File: src/rtl/arq_pkg.sv
package arq_pkg;
  typedef enum logic [2:0] {
    M_IDLE   = 3'd0,
    M_HOLD   = 3'd1,
    M_SETTLE = 3'd2,
    M_SEND   = 3'd3,
    M_LISTEN = 3'd4
  } arq_mode_e;
endpackage

File: src/rtl/arq_hold_qual.sv
// Qualifies the start level: true once it has been high on MIN_CYC edges in a row.
module arq_hold_qual #(
  parameter int MIN_CYC = 500
) (
  input  logic clk,
  input  logic rst,
  input  logic level_i,
  output logic held_o
);
  localparam int W = $clog2(MIN_CYC + 1);
  logic [W-1:0] cnt_q;

  always_ff @(posedge clk) begin
    if (rst || !level_i) cnt_q <= '0;
    else if (cnt_q != W'(MIN_CYC)) cnt_q <= cnt_q + W'(1);
  end

  assign held_o = (cnt_q == W'(MIN_CYC));
endmodule

File: src/rtl/arq_phase_timer.sv
// Counts cycles spent in the current phase; restarts at zero on a phase change.
module arq_phase_timer #(
  parameter int TW = 16
) (
  input  logic          clk,
  input  logic          rst,
  input  logic          restart_i,
  output logic [TW-1:0] count_o
);
  always_ff @(posedge clk) begin
    if (rst || restart_i) count_o <= '0;
    else if (count_o != {TW{1'b1}}) count_o <= count_o + TW'(1);
  end
endmodule

File: src/rtl/arq_sat_cnt.sv
// Saturating event counter.
module arq_sat_cnt #(
  parameter int W = 4
) (
  input  logic         clk,
  input  logic         rst,
  input  logic         inc_i,
  output logic [W-1:0] count_o
);
  always_ff @(posedge clk) begin
    if (rst) count_o <= '0;
    else if (inc_i && count_o != {W{1'b1}}) count_o <= count_o + W'(1);
  end
endmodule

File: src/rtl/arq_tx_ctrl.sv
module arq_tx_ctrl #(
  parameter int CE_MIN_CYC   = 500,
  parameter int SETTLE_CYC   = 6500,
  parameter int AIR_CYC      = 200,
  parameter int ACK_UNIT_CYC = 12500,
  parameter int CFG_W        = 4,
  parameter int LOSS_W       = 4
) (
  input  logic              clk,
  input  logic              rst,
  input  logic              start_i,
  input  logic              fifo_nonempty_i,
  input  logic              ack_i,
  input  logic              no_ack_i,
  input  logic [CFG_W-1:0]  retry_delay_i,
  input  logic [CFG_W-1:0]  retry_limit_i,
  input  logic              clr_sent_i,
  input  logic              clr_maxrt_i,
  output logic              tx_start_o,
  output logic              fifo_pop_o,
  output logic              sent_flag_o,
  output logic              maxrt_flag_o,
  output logic              irq_n_o,
  output logic [LOSS_W-1:0] loss_cnt_o,
  output logic [2:0]        mode_o
);
  import arq_pkg::*;

  localparam int TW = $clog2((1 << CFG_W) * ACK_UNIT_CYC + SETTLE_CYC + AIR_CYC + 2);

  arq_mode_e        st_q, st_d;
  logic [CFG_W-1:0] retry_q, retry_d;
  logic [TW-1:0]    tcnt;
  logic [TW-1:0]    wait_lim;
  logic             held, go, ok_evt, loss_evt, na_q;
  logic             sent_d, maxrt_d;
  arq_mode_e        post;

  arq_hold_qual #(.MIN_CYC(CE_MIN_CYC)) u_hold (
    .clk(clk), .rst(rst), .level_i(start_i), .held_o(held));

  arq_phase_timer #(.TW(TW)) u_timer (
    .clk(clk), .rst(rst), .restart_i(st_d != st_q), .count_o(tcnt));

  arq_sat_cnt #(.W(LOSS_W)) u_loss (
    .clk(clk), .rst(rst), .inc_i(loss_evt), .count_o(loss_cnt_o));

  assign wait_lim = (TW'(retry_delay_i) + TW'(1)) * TW'(ACK_UNIT_CYC);
  assign go       = held && fifo_nonempty_i && !maxrt_flag_o && !fifo_pop_o;
  assign post     = held ? M_HOLD : M_IDLE;

  always_comb begin
    st_d     = st_q;
    retry_d  = retry_q;
    ok_evt   = 1'b0;
    loss_evt = 1'b0;
    unique case (st_q)
      M_IDLE: if (held) begin
        st_d    = go ? M_SETTLE : M_HOLD;
        retry_d = '0;
      end
      M_HOLD: if (!held) st_d = M_IDLE;
              else if (go) begin
                st_d    = M_SETTLE;
                retry_d = '0;
              end
      M_SETTLE: if (tcnt == TW'(SETTLE_CYC - 1)) st_d = M_SEND;
      M_SEND: if (tcnt == TW'(AIR_CYC - 1)) begin
        if (na_q) begin
          ok_evt = 1'b1;
          st_d   = post;
        end else begin
          st_d = M_LISTEN;
        end
      end
      M_LISTEN: if (ack_i) begin
        ok_evt = 1'b1;
        st_d   = post;
      end else if (tcnt == wait_lim - TW'(1)) begin
        if (retry_q < retry_limit_i) begin
          retry_d = retry_q + CFG_W'(1);
          st_d    = M_SETTLE;
        end else begin
          loss_evt = 1'b1;
          st_d     = post;
        end
      end
      default: st_d = M_IDLE;
    endcase
  end

  // A new event sets its flag even if a clear arrives in the same cycle.
  assign sent_d  = ok_evt   | (sent_flag_o  & ~clr_sent_i);
  assign maxrt_d = loss_evt | (maxrt_flag_o & ~clr_maxrt_i);

  always_ff @(posedge clk) begin
    if (rst) begin
      st_q         <= M_IDLE;
      retry_q      <= '0;
      na_q         <= 1'b0;
      tx_start_o   <= 1'b0;
      fifo_pop_o   <= 1'b0;
      sent_flag_o  <= 1'b0;
      maxrt_flag_o <= 1'b0;
      irq_n_o      <= 1'b1;
    end else begin
      st_q         <= st_d;
      retry_q      <= retry_d;
      if (st_q == M_SETTLE && st_d == M_SEND) na_q <= no_ack_i;
      tx_start_o   <= (st_q == M_SETTLE) && (st_d == M_SEND);
      fifo_pop_o   <= ok_evt;
      sent_flag_o  <= sent_d;
      maxrt_flag_o <= maxrt_d;
      irq_n_o      <= ~(sent_d | maxrt_d);
    end
  end

  assign mode_o = st_q;
endmodule

File: config.mk
export PLATFORM = sky130hd
export DESIGN_NAME = arq_tx_ctrl
export DESIGN_NICKNAME = d
export VERILOG_FILES = /design/src/rtl/arq_pkg.sv /design/src/rtl/arq_hold_qual.sv /design/src/rtl/arq_phase_timer.sv /design/src/rtl/arq_sat_cnt.sv /design/src/rtl/arq_tx_ctrl.sv
export SDC_FILE = /design/constraint.sdc
export NUM_CORES = 1
export LEC_CHECK = 0
export CORE_ASPECT_RATIO = 0.8
export CORE_MARGIN = 8
export CORE_UTILIZATION = 43
export DETAILED_ROUTE_END_ITERATION = 8
export GPL_ROUTABILITY_DRIVEN = 1
export PLACE_DENSITY = 0.63
export SETUP_SLACK_MARGIN = 0.05
export SLEW_MARGIN = 10
export SYNTH_ARGS = -nofsm -noshare
export SYNTH_HDL_FRONTEND = slang
export SYNTH_SLANG_ARGS = --single-unit
File: constraint.sdc
create_clock -name clk -period 5.2 [get_ports clk]
set_clock_uncertainty 0.2 [all_clocks]
set_input_delay 0.78 -clock clk [delete_from_list [all_inputs] [get_ports clk]]
set_output_delay 0.78 -clock clk [all_outputs]
set_load 0.1 [all_outputs]
* After elaboration in Yosys (flattened, before gate mapping)
Cells that the tools add are included.
** Storage, ports and cells
- Register bits :: 44
- Input port bits :: 16
- Output and inout bits :: 12
- Word-level logic and storage cells :: 86
** Operators by class
- Add/sub/neg operators :: 6
- $mul :: 1
- $lt $le $gt $ge :: 1
- Equality and inequality tests :: 19
- Multiplexer cells :: 27
- Bitwise operators :: 8
- Reductions and logical operators :: 13
** Operator list (number)
- two-way mux 3 bit :: 8
- two-way mux 4 bit :: 6
- adder 18 x 1 -> 18 bit, second input constant :: 1
- == test 18 x 13 -> 1 bit, second input constant :: 1
- == test 18 bit :: 1
- == test 18 x 8 -> 1 bit, second input constant :: 1
- != test 18 bit, second input constant :: 1
- subtractor 18 x 1 -> 18 bit, second input constant :: 1
- multiplier 5 x 12 -> 16 bit, second input constant :: 1
- one-hot mux 3 bit (5 select lines) :: 1
- != test 2 bit, second input constant :: 6
- one-hot mux 4 bit (3 select lines) :: 1
- adder 9 x 1 -> 9 bit, second input constant :: 1
- == test 3 x 2 -> 1 bit, second input constant :: 3
- == test 9 bit, second input constant :: 1
- != test 9 bit, second input constant :: 1
- adder 4 x 1 -> 4 bit, second input constant :: 2
- two-way mux 1 bit :: 8
- AND reduction 7 bit :: 1
- adder 4 x 1 -> 5 bit, second input constant :: 1
- logical AND 1 bit :: 5
- less-than comparator 4 bit :: 1
- two-way mux 2 bit :: 2
- != test 4 bit, second input constant :: 1
- other kinds (11) :: 19

* Logic depth before layout (Yosys ltp)
- Word-level depth :: 10
- Gate-level depth with buffers :: 22
- Depth with buffers taken out :: 18

* Modules after synthesis
From an unflattened synthesis, not the netlist that was laid out.
** Second synthesis, totals
- Cells, all modules :: 475
- Area, all modules :: 3933.8 µm²
** Modules (own cells, without submodules)
- arq_tx_ctrl :: times used 1, cells each 286, area each 2278.4 µm², seq. area each 260.2 µm²
- arq_phase_timer :: times used 1, cells each 120, area each 1018.5 µm², seq. area each 360.3 µm²
- arq_hold_qual :: times used 1, cells each 49, area each 427.9 µm², seq. area each 180.2 µm²
- arq_sat_cnt :: times used 1, cells each 20, area each 209.0 µm², seq. area each 80.1 µm²

* Worst setup path before layout
No wires, ideal clock.
- Kind :: input-to-reg
- From :: input retry_delay_i[0]
- To :: register u_timer.count_o[0]
- Library setup time :: 0.119 ns
- Arrival :: 5.286 ns
- Required time :: 4.881 ns
- Path slack :: -0.405 ns
- Stages on the path :: 17
- Path buffers :: 3
- Cells stage by stage :: ha_1 xor2_1 ha_1 ha_1 ha_1 ha_1 buf_6 a21o_1 o21bai_1 xor2_1 or3_1 or4_4 a2111oi_4 a21o_1 buf_6 buf_12 nor2_4
** Between the ends
- Cells in the longest elaborated chain, start to end :: 9
** Ends and longest elaborated chain
- from (decl) :: RTL line arq_tx_ctrl.sv:15 : input logic [CFG_W-1:0] retry_delay_i,
- adder 4 x 1 -> 5 bit :: RTL line arq_tx_ctrl.sv:48 : assign wait_lim = (TW'(retry_delay_i) + TW'(1)) * TW'(ACK_UNIT_CYC);
- multiplier 5 x 12 -> 16 bit :: RTL line arq_tx_ctrl.sv:48
- subtractor 18 x 1 -> 18 bit :: RTL line arq_tx_ctrl.sv:79 : end else if (tcnt == wait_lim - TW'(1)) begin
- == test 18 bit :: RTL line arq_tx_ctrl.sv:79
- two-way mux 3 bit :: RTL line arq_tx_ctrl.sv:79
- two-way mux 3 bit :: RTL line arq_tx_ctrl.sv:76 : M_LISTEN: if (ack_i) begin
- one-hot mux 3 bit (5 select lines) :: RTL line arq_tx_ctrl.sv:57 : unique case (st_q)
- != test 3 bit :: RTL line arq_tx_ctrl.sv:43 : .clk(clk), .rst(rst), .restart_i(st_d != st_q), .count_o(tcnt));
- logical OR 1 bit :: RTL line arq_phase_timer.sv:11 : if (rst || restart_i) count_o <= '0;
- to (signal assigned) :: RTL line arq_phase_timer.sv:12 : else if (count_o != {TW{1'b1}}) count_o <= count_o + TW'(1);
- to (decl) :: RTL line arq_phase_timer.sv:8 : output logic [TW-1:0] count_o
Every way passes these cells.
A chain may end at the register's enable or synchronous reset.

* Worst setup path after layout
- From :: input retry_delay_i[0]
- To :: register retry_q[1]
** Between the ends
- Cells in the longest elaborated chain, start to end :: 6
** Ends and longest elaborated chain
- adder 4 x 1 -> 5 bit :: RTL line arq_tx_ctrl.sv:48
- multiplier 5 x 12 -> 16 bit :: RTL line arq_tx_ctrl.sv:48
- subtractor 18 x 1 -> 18 bit :: RTL line arq_tx_ctrl.sv:79
- == test 18 bit :: RTL line arq_tx_ctrl.sv:79
- != test 2 bit (no line)
- AND reduction 7 bit (no line)
- to (signal assigned) :: RTL line arq_tx_ctrl.sv:108 : retry_q <= retry_d;
- to (decl) :: RTL line arq_tx_ctrl.sv:32 : logic [CFG_W-1:0] retry_q, retry_d;
Every way passes these cells.

==> load_flow_metrics.sql <==
INSERT INTO impl_metrics (metric_group, metric, value, unit) VALUES
('cts', 'clock_insertion_delay_worst_skew', '290', 'ps'),
('critical_path', 'critPathTopFamily', 'adder cells', ''),
('synth', 'async_reset_ff_share', '0', '%'),
('routing', 'detailedRoute.firstPassIterationCount', '5', ''),
('sta', 'grt_setup_unrepaired', 'yes', ''),
('critical_path', 'timing.critical_path.fanout_max', '5', ''),
('synth', 'postSynthAreaPerCell', '8.35', 'sq um'),
('global_routing', 'grt.overflow.total', '0', ''),
('finish', 'nets', '656', ''),
('critical_path', 'required', '5170', 'ps'),
('critical_path', 'cp_common_cell', 'buf_4', ''),
('routing', 'drtAntennaViolNets', '0', ''),
('finish', 'drive_gt1_share', '30.1', '%'),
('power_and_ir_drop', 'totalPowerFinal', '1.40', 'mW'),
('synth', 'yosysMostFrequentCell', 'dfxtp_1', ''),
('sta', 'report.final.setup_viol', '0', ''),
('floorplan', 'core_region_area', '9530', 'sq um'),
('sta', 'finalWorstPathRequiredPeriod', '5150', 'ps'),
('place', 'port_buffers', '27', ''),
('synth', 'yosys_register_bits', '44', ''),
('sta', 'worst_slew_pin_slew', '978', 'ps'),
('synth', 'yosysTopAreaCellShare', '21.1', '%'),
('routing', 'initialDrtViolationCount', '274', ''),
('finish', 'areaGrowthSynthToFinish', '38.3', '%'),
('synth', 'synth-edff-count', '0', ''),
('hold_path', 'min-delay-path-class', 'reg2reg', ''),
('synth', 'netlist_area', '4170', 'sq um'),
('sta', 'hold_violations', '0', ''),
('floorplan', 'boundaryPins', '28', ''),
('routing', 'route.final.wire_length', '11.6', 'mm'),
('cts', 'h-tree-depth', '2', ''),
('synth', 'synth_commonest_cells', 'dfxtp_1 (44), ha_1 (41), nand2_1 (39), nor2_1 (39), a21oi_1 (31)', ''),
('synth', 'post-synth-top-area-cell', 'dfxtp_1', ''),
('finish', 'final.fill_count', '815', ''),
('synth', 'synth_flop_type', 'dfxtp_1', ''),
('routing', 'wl_per_cell', '16.2', 'um'),
('critical_path', 'stage_delay_of_the_slowest_cell_on_the_critical_path', '470', 'ps'),
('floorplan', 'die_area', '13100', 'sq um'),
('sta', 'slew_headroom', '34.6', '%'),
('sta', 'layout_worst_path_cycle_share', '99.1', '%'),
('global_routing', 'grt_use_total', '17.3', '%'),
('cts', 'cts-buffers-inserted', '5', ''),
('finish', 'post_layout_nonfiller_instances', '718', ''),
('global_routing', 'grt_max_degree', '23', ''),
('synth', 'yosys-top-cells-area', 'dfxtp_1 (21%), ha_1 (12%), xnor2_1 (6.3%)', ''),
('place', 'post-place-cells', '687', ''),
('synth', 'netlist-cell-type-count', '83', ''),
('status', 'outcome', 'finished clean', ''),
('synth', 'synth_cells', '500', ''),
('cts', 'cts.reportedPaths.clkPinSlew', '60', 'ps'),
('routing', 'remaining_drc_errors', '0', ''),
('critical_path', 'critPathSlowestCell', 'or4_1', ''),
('routing', 'vias', '4013', ''),
('critical_path', 'worst_setup_path_start_kind', 'primary input', ''),
('critical_path', 'worst-endpoint-arrival', '5130', 'ps'),
('critical_path', 'cp_num_buf_inv', '9', ''),
('critical_path', 'critPathCaptureType', 'flop', ''),
('power_and_ir_drop', 'power_density_of_the_placed_cells', '243', 'nW/um^2'),
('place', 'gp_congestion', '0.859', ''),
('floorplan', 'initial_core_util', '43.8', '%'),
('sta', 'drv_slew', '0', ''),
('cts', 'cts_num_sinks', '44', ''),
('power_and_ir_drop', 'max-vdd-ir-drop', '127', 'uV'),
('global_routing', 'initial_antenna_violation_count', '0', ''),
('critical_path', 'list_of_cells_traversed_by_the_critical_path', 'buf_12 > buf_4 > buf_4 > inv_4 > ha_2 > buf_4 > ha_1 > ha_4 > ha_4 > a31oi_4 > xor2_2 > buf_4 > buf_4 > o2111a_1 > and3_1 > o21ba_1 > or4_1 > nand4_1 > a2111oi_4 > buf_4 > buf_6 > and2_1 > a221o_1', ''),
('global_routing', 'first_global_vias', '3817', ''),
('sta', 'clock.fmax', '0.194', 'GHz'),
('cts', 'clock_path_buffers', '2', ''),
('place', 'place.detailed.hpwl', '8.70', 'mm'),
('power_and_ir_drop', 'total_leakage_power', '2.28', 'nW'),
('routing', 'avgViaCountPerCell', '5.59', ''),
('cts', 'tritoncts', 'built', ''),
('global_routing', 'grt_first_pass_wirelength', '19.1', 'mm'),
('critical_path', 'crit_type', 'in2reg', ''),
('job', 'drv_cap', '0', ''),
('synth', 'synth-warning-count', '0', ''),
('synth', 'seq_area_frac_synth', '21.1', '%'),
('floorplan', 'placement_rows', '32', ''),
('finish', 'antennaDiodeCount', '0', ''),
('floorplan', 'die_height', '104', 'um'),
('synth', 'postSynthNetCount', '558', ''),
('floorplan', 'die_width', '126', 'um'),
('cts', 'clock-root-buffer', 'clkbuf_16', '');
==> worst paths after layout <==
kind                            start                  end  slack (ps)  depth (start not counted)
hold / removal        u_hold.cnt_q[8]      u_hold.cnt_q[8]         300                          2
hold reg to reg       u_hold.cnt_q[8]      u_hold.cnt_q[8]         300                          2
setup reg to reg  u_timer.count_o[11]  u_timer.count_o[17]        1640                         10
setup / recovery     retry_delay_i[0]           retry_q[1]          50                         23
==> state kept, by name (all words and copies together), names as in the netlist <==
| signal | count |
|---|---|
| u_loss.count_o | 4 |
| irq_n_o | 1 |
| mode_o | 3 |
| u_hold.cnt_q | 9 |
| u_timer.count_o | 18 |
| retry_q | 4 |
| maxrt_flag_o | 1 |
| sent_flag_o | 1 |
| tx_start_o | 1 |
| na_q | 1 |
| fifo_pop_o | 1 |
==> area by class of cell <==
type	count	area, sq um	share of cell area (%)
clock buffers	5	125	2.17
well taps	119	149	2.58
multi-input cells	409	3480	60.3
clock inverters	3	18.8	0.325
flip-flops and latches	44	881	15.3
inverters	22	85.1	1.47
repair buffers	116	1030	17.9
==> where the power goes <==
| group | internal [mW] | switching [mW] |
|---|---|---|
| combinational | 0.382 | 0.369 |
| clock | 0.177 | 0.133 |
| sequential | 0.340 | 0.00340 |
| total | 0.899 | 0.505 |
==> cell usage in the layout, fill, tap and decap left out, types with 4 or more instances in the layout <==
master,netlist,layout
nor4_1,9,8
xor2_1,20,17
nand3_1,17,15
buf_4,0,79
nor2b_1,9,8
and3_1,13,11
a21o_1,7,6
a21oi_2,1,4
buf_12,1,4
dfxtp_1,44,44
nand2b_1,9,9
nand2_1,39,39
ha_4,0,10
or4_1,4,4
nor3_1,15,13
inv_1,21,21
clkbuf_16,0,7
ha_1,41,30
nand4b_1,5,5
buf_6,4,5
clkdlybuf4s50_1,0,23
nand4_1,12,12
o21ai_0,6,5
a21oi_1,31,28
xor2_2,2,4
nor2_4,10,11
xnor2_1,30,26
nor2_1,39,37
==> cell families (layout without fill, tap and decap cells) <==
group,count (synthesis),count (layout),share of synthesized area [%]
flops,44,44,21.1
buf+inv,47,146,5.43
mux,5,5,1.26
xor+xnor,53,53,11.8
compound gates,99,99,18.4
fa+ha+maj,42,42,12.8
simple gates,210,210,29.2
==> worst register-to-register path, stage by stage (launching register included) <==
cell and delay [ps]:
dfxtp_1 450, or4b_2 710, nor4_1 490, a21oi_1 130, a311oi_1 450, a221oi_1 150
a21oi_1 170, o2111ai_1 150, a21o_4 260, buf_12 140, nor3_1 180
==> metrics by stage <==
step	util, %	hold slack [ps]	setup slack [ps]	area [sq um]	TNS [ps]
after floorplan	-	258	17.0	4330	0
after global placement	53.7	271	-915	5120	-23050
after detailed placement	53.7	285	-991	5120	-24750
after CTS	58.0	294	-6.00	5530	-6.00
after global routing	60.6	334	-97.8	5770	-1090
final	60.6	299	46.7	5770	0
==> layer usage <==
metal	part of all wire, %	vias to the layer above	global-route usage (%)
met5	0	-	0
met4	0.81	0	3.00
met3	5.3	13	3.69
met2	43	93	25.7
met1	51	1898	25.2
li1	-	2009	-
==> what timing repair did <==
action | 4_1_cts | 5_1_grt
gates cloned | 1 | 3
hold buffers | 0 | 0
pin swaps | 23 | 36
setup endpoints to repair | 31 | 31
resized for setup | 36 | 38
buffers inserted | 15 | 5
Note: power is estimated with default switching activity, not from simulation.
